File: src/rtl/bpe_pkg.sv
package bpe_pkg;

    localparam int EXP_W     = 5;     // exponent field width, fixed
    localparam int REG_MAX   = 6;     // longest regime run
    localparam int N_LAYOUTS = REG_MAX - 1;  // regime lengths 2..6
    localparam int SCALE_TOP = 192;   // first scale that saturates high
    localparam int SCALE_BOT = -192;  // lowest scale still encoded

    // Layout index (regime length minus two) from the 4-bit regime value.
    function automatic logic [2:0] layout_of(input logic [3:0] rv);
        logic [3:0] run_len;
        run_len = rv[3] ? ~rv : rv;   // ~r == -r-1 for negative r
        return (run_len > 4'd4) ? 3'd4 : run_len[2:0];
    endfunction

endpackage

File: src/rtl/bpe_field_pack.sv
module bpe_field_pack
    import bpe_pkg::*;
#(
    parameter int NBITS = 16,
    parameter int FW    = 16,
    localparam int MW   = NBITS - 1
) (
    input  logic [EXP_W-1:0] expo_i,
    input  logic             run_i,      // regime run bit value
    input  logic             term_i,     // regime terminator present
    input  logic [2:0]       sel_i,      // layout index
    input  logic [FW-1:0]    frac_i,
    input  logic             sticky_i,
    output logic [MW-1:0]    mag_o,
    output logic             guard_o,
    output logic             sticky_o
);

    logic [MW-1:0] cand_mag [N_LAYOUTS];
    logic          cand_g   [N_LAYOUTS];
    logic          cand_s   [N_LAYOUTS];

    for (genvar g = 0; g < N_LAYOUTS; g++) begin : g_layout
        localparam int RLEN = g + 2;
        localparam int FBIT = MW - RLEN - EXP_W;
        localparam int DROP = FW - FBIT;
        logic [RLEN-1:0] reg_bits;

        assign reg_bits    = {{(RLEN-1){run_i}}, term_i ? ~run_i : run_i};
        assign cand_mag[g] = {reg_bits, expo_i, frac_i[FW-1 -: FBIT]};
        assign cand_g[g]   = frac_i[DROP-1];
        if (DROP >= 2) begin : g_st
            assign cand_s[g] = (|frac_i[DROP-2:0]) | sticky_i;
        end else begin : g_nost
            assign cand_s[g] = sticky_i;
        end
    end

    always_comb begin
        case (sel_i)
            3'd1:    begin mag_o = cand_mag[1]; guard_o = cand_g[1]; sticky_o = cand_s[1]; end
            3'd2:    begin mag_o = cand_mag[2]; guard_o = cand_g[2]; sticky_o = cand_s[2]; end
            3'd3:    begin mag_o = cand_mag[3]; guard_o = cand_g[3]; sticky_o = cand_s[3]; end
            3'd4:    begin mag_o = cand_mag[4]; guard_o = cand_g[4]; sticky_o = cand_s[4]; end
            default: begin mag_o = cand_mag[0]; guard_o = cand_g[0]; sticky_o = cand_s[0]; end
        endcase
    end

endmodule

File: src/rtl/bpe_round.sv
module bpe_round #(
    parameter int MW = 15
) (
    input  logic [MW-1:0] mag_i,
    input  logic          guard_i,
    input  logic          sticky_i,
    output logic [MW-1:0] mag_o
);

    logic          bump;
    logic [MW:0]   sum;

    always_comb begin
        bump = guard_i & (mag_i[0] | sticky_i);
        sum  = {1'b0, mag_i} + {{MW{1'b0}}, bump};
        if (sum[MW]) begin
            mag_o = {MW{1'b1}};                 // never carry into NaR
        end else if (sum[MW-1:0] == '0) begin
            mag_o = {{(MW-1){1'b0}}, 1'b1};     // never collapse to zero
        end else begin
            mag_o = sum[MW-1:0];
        end
    end

endmodule

File: src/rtl/bposit_encoder.sv
module bposit_encoder
    import bpe_pkg::*;
#(
    parameter int NBITS = 16,
    parameter int FW    = 16,
    parameter int SCW   = 10,
    localparam int MW   = NBITS - 1
) (
    input  logic                  clk,
    input  logic                  rst_n,
    input  logic                  sign_i,
    input  logic signed [SCW-1:0] scale_i,
    input  logic [FW-1:0]         frac_i,
    input  logic                  sticky_i,
    input  logic                  zero_i,
    input  logic                  nar_i,
    output logic [NBITS-1:0]      word_o
);

    typedef struct packed {
        logic [NBITS-1:0] word;
    } enc_state_t;

    enc_state_t st_d, st_q;

    logic [3:0]       regime;
    logic             run_bit;
    logic             term_bit;
    logic [2:0]       layout;
    logic [MW-1:0]    packed_mag;
    logic             guard_bit;
    logic             sticky_bit;
    logic [MW-1:0]    rounded_mag;
    logic             over_hi;
    logic             under_lo;

    assign regime   = scale_i[EXP_W+3:EXP_W];
    assign run_bit  = ~regime[3];
    assign term_bit = !((regime == 4'sd5) || (regime == 4'b1010));
    assign layout   = layout_of(regime);
    assign over_hi  = (scale_i >= SCALE_TOP);
    assign under_lo = (scale_i < SCALE_BOT);

    bpe_field_pack #(.NBITS(NBITS), .FW(FW)) u_pack (
        .expo_i   (scale_i[EXP_W-1:0]),
        .run_i    (run_bit),
        .term_i   (term_bit),
        .sel_i    (layout),
        .frac_i   (frac_i),
        .sticky_i (sticky_i),
        .mag_o    (packed_mag),
        .guard_o  (guard_bit),
        .sticky_o (sticky_bit)
    );

    bpe_round #(.MW(MW)) u_round (
        .mag_i    (packed_mag),
        .guard_i  (guard_bit),
        .sticky_i (sticky_bit),
        .mag_o    (rounded_mag)
    );

    always_comb begin
        logic [MW-1:0] mag_d;
        if (over_hi)       mag_d = {MW{1'b1}};
        else if (under_lo) mag_d = {{(MW-1){1'b0}}, 1'b1};
        else               mag_d = rounded_mag;

        if (nar_i)         st_d.word = {1'b1, {MW{1'b0}}};
        else if (zero_i)   st_d.word = '0;
        else if (sign_i)   st_d.word = -{1'b0, mag_d};
        else               st_d.word = {1'b0, mag_d};
    end

    always_ff @(posedge clk or negedge rst_n) begin
        if (!rst_n) st_q <= '0;
        else        st_q <= st_d;
    end

    assign word_o = st_q.word;

endmodule

File: config.mk
export PLATFORM = sky130hd
export DESIGN_NAME = bposit_encoder
export DESIGN_NICKNAME = d
export VERILOG_FILES = /design/src/rtl/bpe_pkg.sv /design/src/rtl/bpe_field_pack.sv /design/src/rtl/bpe_round.sv /design/src/rtl/bposit_encoder.sv
export SDC_FILE = /design/constraint.sdc
export NUM_CORES = 1
export LEC_CHECK = 0
export BUFFER_PORTS_ARGS = -buffer_cell sky130_fd_sc_hd__buf_2
export CAP_MARGIN = 20
export CORE_UTILIZATION = 30
export DETAILED_ROUTE_END_ITERATION = 8
export GPL_TIMING_DRIVEN = 0
export PLACE_DENSITY = 0.57
export SLEW_MARGIN = 20
export SYNTH_ARGS = -nofsm -noshare
export SYNTH_HDL_FRONTEND = slang
export SYNTH_SLANG_ARGS = --single-unit
File: constraint.sdc
create_clock -name clk -period 0.8 [get_ports clk]
set_input_delay 0.04 -clock clk [delete_from_list [all_inputs] [get_ports clk]]
set_output_delay 0.04 -clock clk [all_outputs]
set_load 0.02 [all_outputs]
=== After elaboration in Yosys (flattened, before gate mapping) ===
Index checks and enable logic that the tools add are counted.

* Bits in registers: 16
* Logic and storage cells: 41
* Input port bits: 32

* Add/subtract/negate cells: 2
* Bitwise logic cells: 9
* Eq/ne operators: 6
* Order comparisons: 3
* Multiplexer cells: 13
* Reductions and logical operators: 7

{| class="wikitable"
|+ Operators with widths
! operator !! count
|-
| $mux 15 || 4
|-
| $pmux 14 s4 || 1
|-
| $mux 16 || 3
|-
| $add 15x1->16 || 1
|-
| $neg 15->16 || 1
|-
| $logic_not 15->1 || 1
|-
| $reduce_or 11->1 || 1
|-
| $ge 10x9->1 const B || 1
|-
| $lt 10x9->1 const B || 1
|-
| $reduce_or 10->1 || 1
|-
| $reduce_or 9->1 || 1
|-
| $pmux 1 s4 || 2
|-
| $reduce_or 8->1 || 1
|-
| $reduce_or 7->1 || 1
|-
| $eq 3x2->1 const B || 2
|-
| $or 1x1->1 || 6
|-
| $eq 4x3->1 const B || 1
|-
| $eq 4x4->1 const B || 1
|-
| $gt 4x3->1 const B || 1
|-
| $mux 4 || 1
|-
| $not 4->4 || 1
|-
| $eq 3x1->1 const B || 1
|-
| $eq 3x3->1 const B || 1
|-
| $mux 3 || 1
|-
| 4 further kinds || 4
|}

=== Depth between registers and ports, before layout ===
* Depth in word-level cells: 18
* Gate-level depth with buffers: 20

=== By module ===
Synthesis repeated with hierarchy kept, for this count alone.

* Cell total of the unflattened synthesis: 421
* Area total of the unflattened synthesis: 2951.6 µm²

{| class="wikitable"
|+ By module, submodules not included
! module !! area an instance (µm²) !! cells an instance !! instances !! sequential area each (µm²)
|-
| bposit_encoder || 1468.9 || 194 || 1 || 400.4
|-
| bpe_field_pack || 927.1 || 145 || 1 || 0.0
|-
| bpe_round || 555.5 || 82 || 1 || 0.0
|}

=== Worst setup path before layout ===
OpenSTA, ideal clock, no wires.

* Path kind: input -> register
* From: in scale_i[7]
* To: reg st_q, in the netlist word_o[12]
* Data arrival time: 3.892 ns
* Setup slack: -3.224 ns
* Data required time: 0.668 ns
* Stages on the path: 19
* Cells stage by stage: inv_1 > ha_1 > clkbuf_1 > o221ai_1 > o32ai_1 > and2_1 > ha_1 > a21boi_4 > and4_1 > a211oi_1 > or3_1 > and2_1 > a21oi_1 > and4_1 > ha_1 > nand2_1 > o41ai_1 > xor2_1 > nor2_1

{| class="wikitable"
|+ RTL lines
! what !! RTL line !! RTL
|-
| start, declared || bposit_encoder.sv:12 || <nowiki>input logic signed [SCW-1:0] scale_i,</nowiki>
|-
| end signal, assigned || bposit_encoder.sv:77 || <nowiki>else st_q <= st_d;</nowiki>
|-
| end, declared || bposit_encoder.sv:24 || <nowiki>enc_state_t st_d, st_q;</nowiki>
|}

==> flow_metrics.tcl <==
set metrics [dict create \
    status "complete, but fails checks" \
    synthesis.nets 419 \
    ant_nets 0 \
    drt_pass1_iterations 4 \
    critPathLaunchType "primary input" \
    holdWs_ns 0.1889 \
    synth-seq-cells 16 \
    drc 0 \
    ctsHtreeMaxLevel 1 \
    slew-limit-headroom_pct 53.23 \
    core_um2 9371 \
    cp.arrival_ns 3.79 \
    drtIter0Drc 121 \
    nets 516 \
    fin_crit_sh_pct 457.4 \
    crit_family "simple AND/OR/NAND/NOR gates" \
    dp_hpwl_mm 7.395 \
    pin_count 48 \
    routed_wl_mm 10.24 \
    final_max_slew_viol_count 0 \
    grt_max_degree 17 \
    synth-xor-area-share_pct 4.167 \
    multi_input_area_um2 2719 \
    combinationalPowerShare_pct 66.0 \
    cp_slowest_cell "or3_4" \
    synthArstFlopShare_pct 100.0 \
    antenna_found_initial 0 \
    crit_fanout 6 \
    required_ns 0.93 \
    synth-simple-area-share_pct 31.89 \
    area_growth_pct 47.19 \
    vias 3411 \
    setup_violations 15 \
    grtUsageTotal_pct 20.00 \
    fill_cells 938 \
    setup.worst_path.class "in -> reg" \
    synth_top_area_share_pct 13.61 \
    power_switching_w 0.001967 \
    post_drt_wl_per_cell_um 16.86 \
    avgSynthCellArea_um2 7.704 \
    syn_area_um2 2943 \
    ys_warn_count 0 \
    gr-total-overflow 0 \
    dieArea_um2 10210 \
    vdd_drop_max_uv 694.5 \
    violations "negative setup slack" \
    worst_pin_slew_ns 0.7016 \
    synth_compound_area_share_pct 34.69 \
    synthAdderAreaFrac_pct 2.126 \
    path_clk_slew_ns 0.06 \
    synth_edf_count 0 \
    setup_ws_ns -2.859 \
    hold_path_class "in -> reg" \
    grt_pass1_vias 3386 \
    synth_ff_type "dfrtp_1" \
    yosys-top-cells-area "dfrtp_1 14%, a21oi_1 6.0%, o21ai_0 4.1%" \
    crit_path_end_kind "register" \
    clock_path_buffers 2 \
    num_rows 35 \
    leakage_nw 1.778 \
    synth_top_cell_by_area "dfrtp_1" \
    start_util_pct 31.40 \
    gp_congestion 0.9143 \
    cp.buffers_inverters 5 \
    synthMostInstantiatedCell "a21oi_1" \
    diodes 0 \
    root_buffer "clkbuf_8" \
    numCtsBuffers 3 \
    hold_viol_final 0 \
    die_y_um 101.0 \
    swShare_pct 42.48 \
    synth_mux_area_share_pct 6.420 \
    largest_reg_flops 16 \
    netlist-cell-type-count 85 \
    fin_util_pct 46.22 \
    rsz0062_at_grt "yes" \
    critPathMaxStageDelay_ns 0.40 \
    power_frac_seq_pct 19.2 \
    clock_sinks 16 \
    period_needed_ns 3.659 \
    synth_top_family_by_area "compound AO/OA/AOI/OAI gates" \
    cap_violations 0 \
    timing.fmax_mhz 273.3 \
    die-width_um 101.0 \
    worstPathCellList "buf_8 -> buf_8 -> buf_4 -> or3_4 -> a21oi_4 -> o32ai_4 -> and2_4 -> ha_4 -> a21boi_4 -> nand4_4 -> buf_6 -> buf_4 -> nor3_1 -> or3_4 -> and2_4 -> a21oi_4 -> and4_4 -> ha_4 -> nand2_4 -> o311a_1 -> a2111oi_2" \
    cts_tree "built" \
    synthTopCellsByCount "35 x a21oi_1, 31 x nor2_1, 24 x nand2_1, 24 x o21ai_0, 16 x dfrtp_1" \
    grt_first_pass_wirelength_mm 16.44 \
    total_power_w 0.004631 \
    power.share.clock_pct 14.8 \
    synth_cells 382 \
    internal_power_w 0.002664 \
    viasPerCell 5.619 \
    place_inst 555 \
    drive_above_1_share_pct 41.84 \
    power-per-cell-area_nw_per_um2 1069 \
    io_buffer_count 44 \
    instances_no_fill 607 \
    seq_area_frac_synth_pct 13.61 \
    register_area_um2 400.4 \
]
power by group through the flow:
stage / clock, W / sequential [W] / combinational (W)
6_report: 0.000685 / 0.000888 / 0.00306
5_1_grt: 0.000714 / 0.000894 / 0.00330
4_1_cts: 0.000704 / 0.000879 / 0.00267
3_5_place_dp: 0 / 0.000891 / 0.00242
3_3_place_gp: 0 / 0.000891 / 0.00240
2_1_floorplan: 0 / 0.000972 / 0.00173
placed cells by master (no fill, tap or decap), drive strengths merged, types with 5 or more instances in the layout:
cell type,instances
dfrtp,16
nor4,9
mux2i,11
or3,10
a21oi,37
xnor2,8
xor2,6
nor2b,11
o41ai,6
a21o,5
o22ai,9
nand2b,10
nand2,24
ha,5
nor3,10
clkbuf,14
mux2,7
nand3,7
o21ai,27
and2,7
inv,12
a211oi,6
buf,106
nor2,32
cell type report:
| class | instances | share of cell area [%] |
|---|---|---|
| plain buffers | 26 | 4.939 |
| multi-input cells | 327 | 62.77 |
| well taps | 129 | 3.726 |
| inverters | 12 | 1.098 |
| flip-flops and latches | 16 | 9.243 |
| clock buffers | 4 | 1.271 |
| repair buffers | 93 | 16.96 |
cells by family (layout without fill, tap and decap cells):
family                     after synthesis  in the layout
AOI/OAI and AO/OA                      141            141
xor gates and xnor gates                14             14
adders and majority gates                5              5
buffers and inverters                   39            135
DFF                                     16             16
muxes                                   18             18
and+or+nand+nor                        149            149
worst paths after layout:
kind	from	endpoint	slack, ns	cells past startpoint
max in group asynchronous	rst_n	word_o[10]$_DFF_PN0_	0.33	2
setup / recovery	scale_i[8]	word_o[4]$_DFF_PN0_	-2.86	21
min in group asynchronous	rst_n	word_o[0]$_DFF_PN0_	0.22	2
hold / removal	sign_i	word_o[2]$_DFF_PN0_	0.19	4
layer usage:
metal / vias to the layer above / routed length (um) / GRT usage (%)
met3: 25 / 422 / 0.9015
li1: 1662 / - / -
met2: 120 / 5213 / 37.36
met1: 1604 / 4349 / 23.93
met4: 0 / 249 / 7.581
met5: - / 0 / 0
through the flow:
stage               TNS (ns)  setup slack (ns)  cell area, um2
floorplan             -36.46            -2.804            3144
global placement      -45.38            -3.508            3526
detailed placement    -45.92            -3.517            3526
CTS                   -39.62            -2.911            3936
global route          -42.46            -3.012            4332
finish                -40.22            -2.859            4332
what timing repair did:
action | 4_1_cts | 5_1_grt
endpoints found under the setup margin | 17 | 28
buffers inserted | 28 | 18
hold buffers | 3 | 0
endpoints found under the hold margin | 17 | 0
resized for setup | 33 | 64
pin swaps | 28 | 27
No activity file was read; power rests on OpenSTA's default activity.
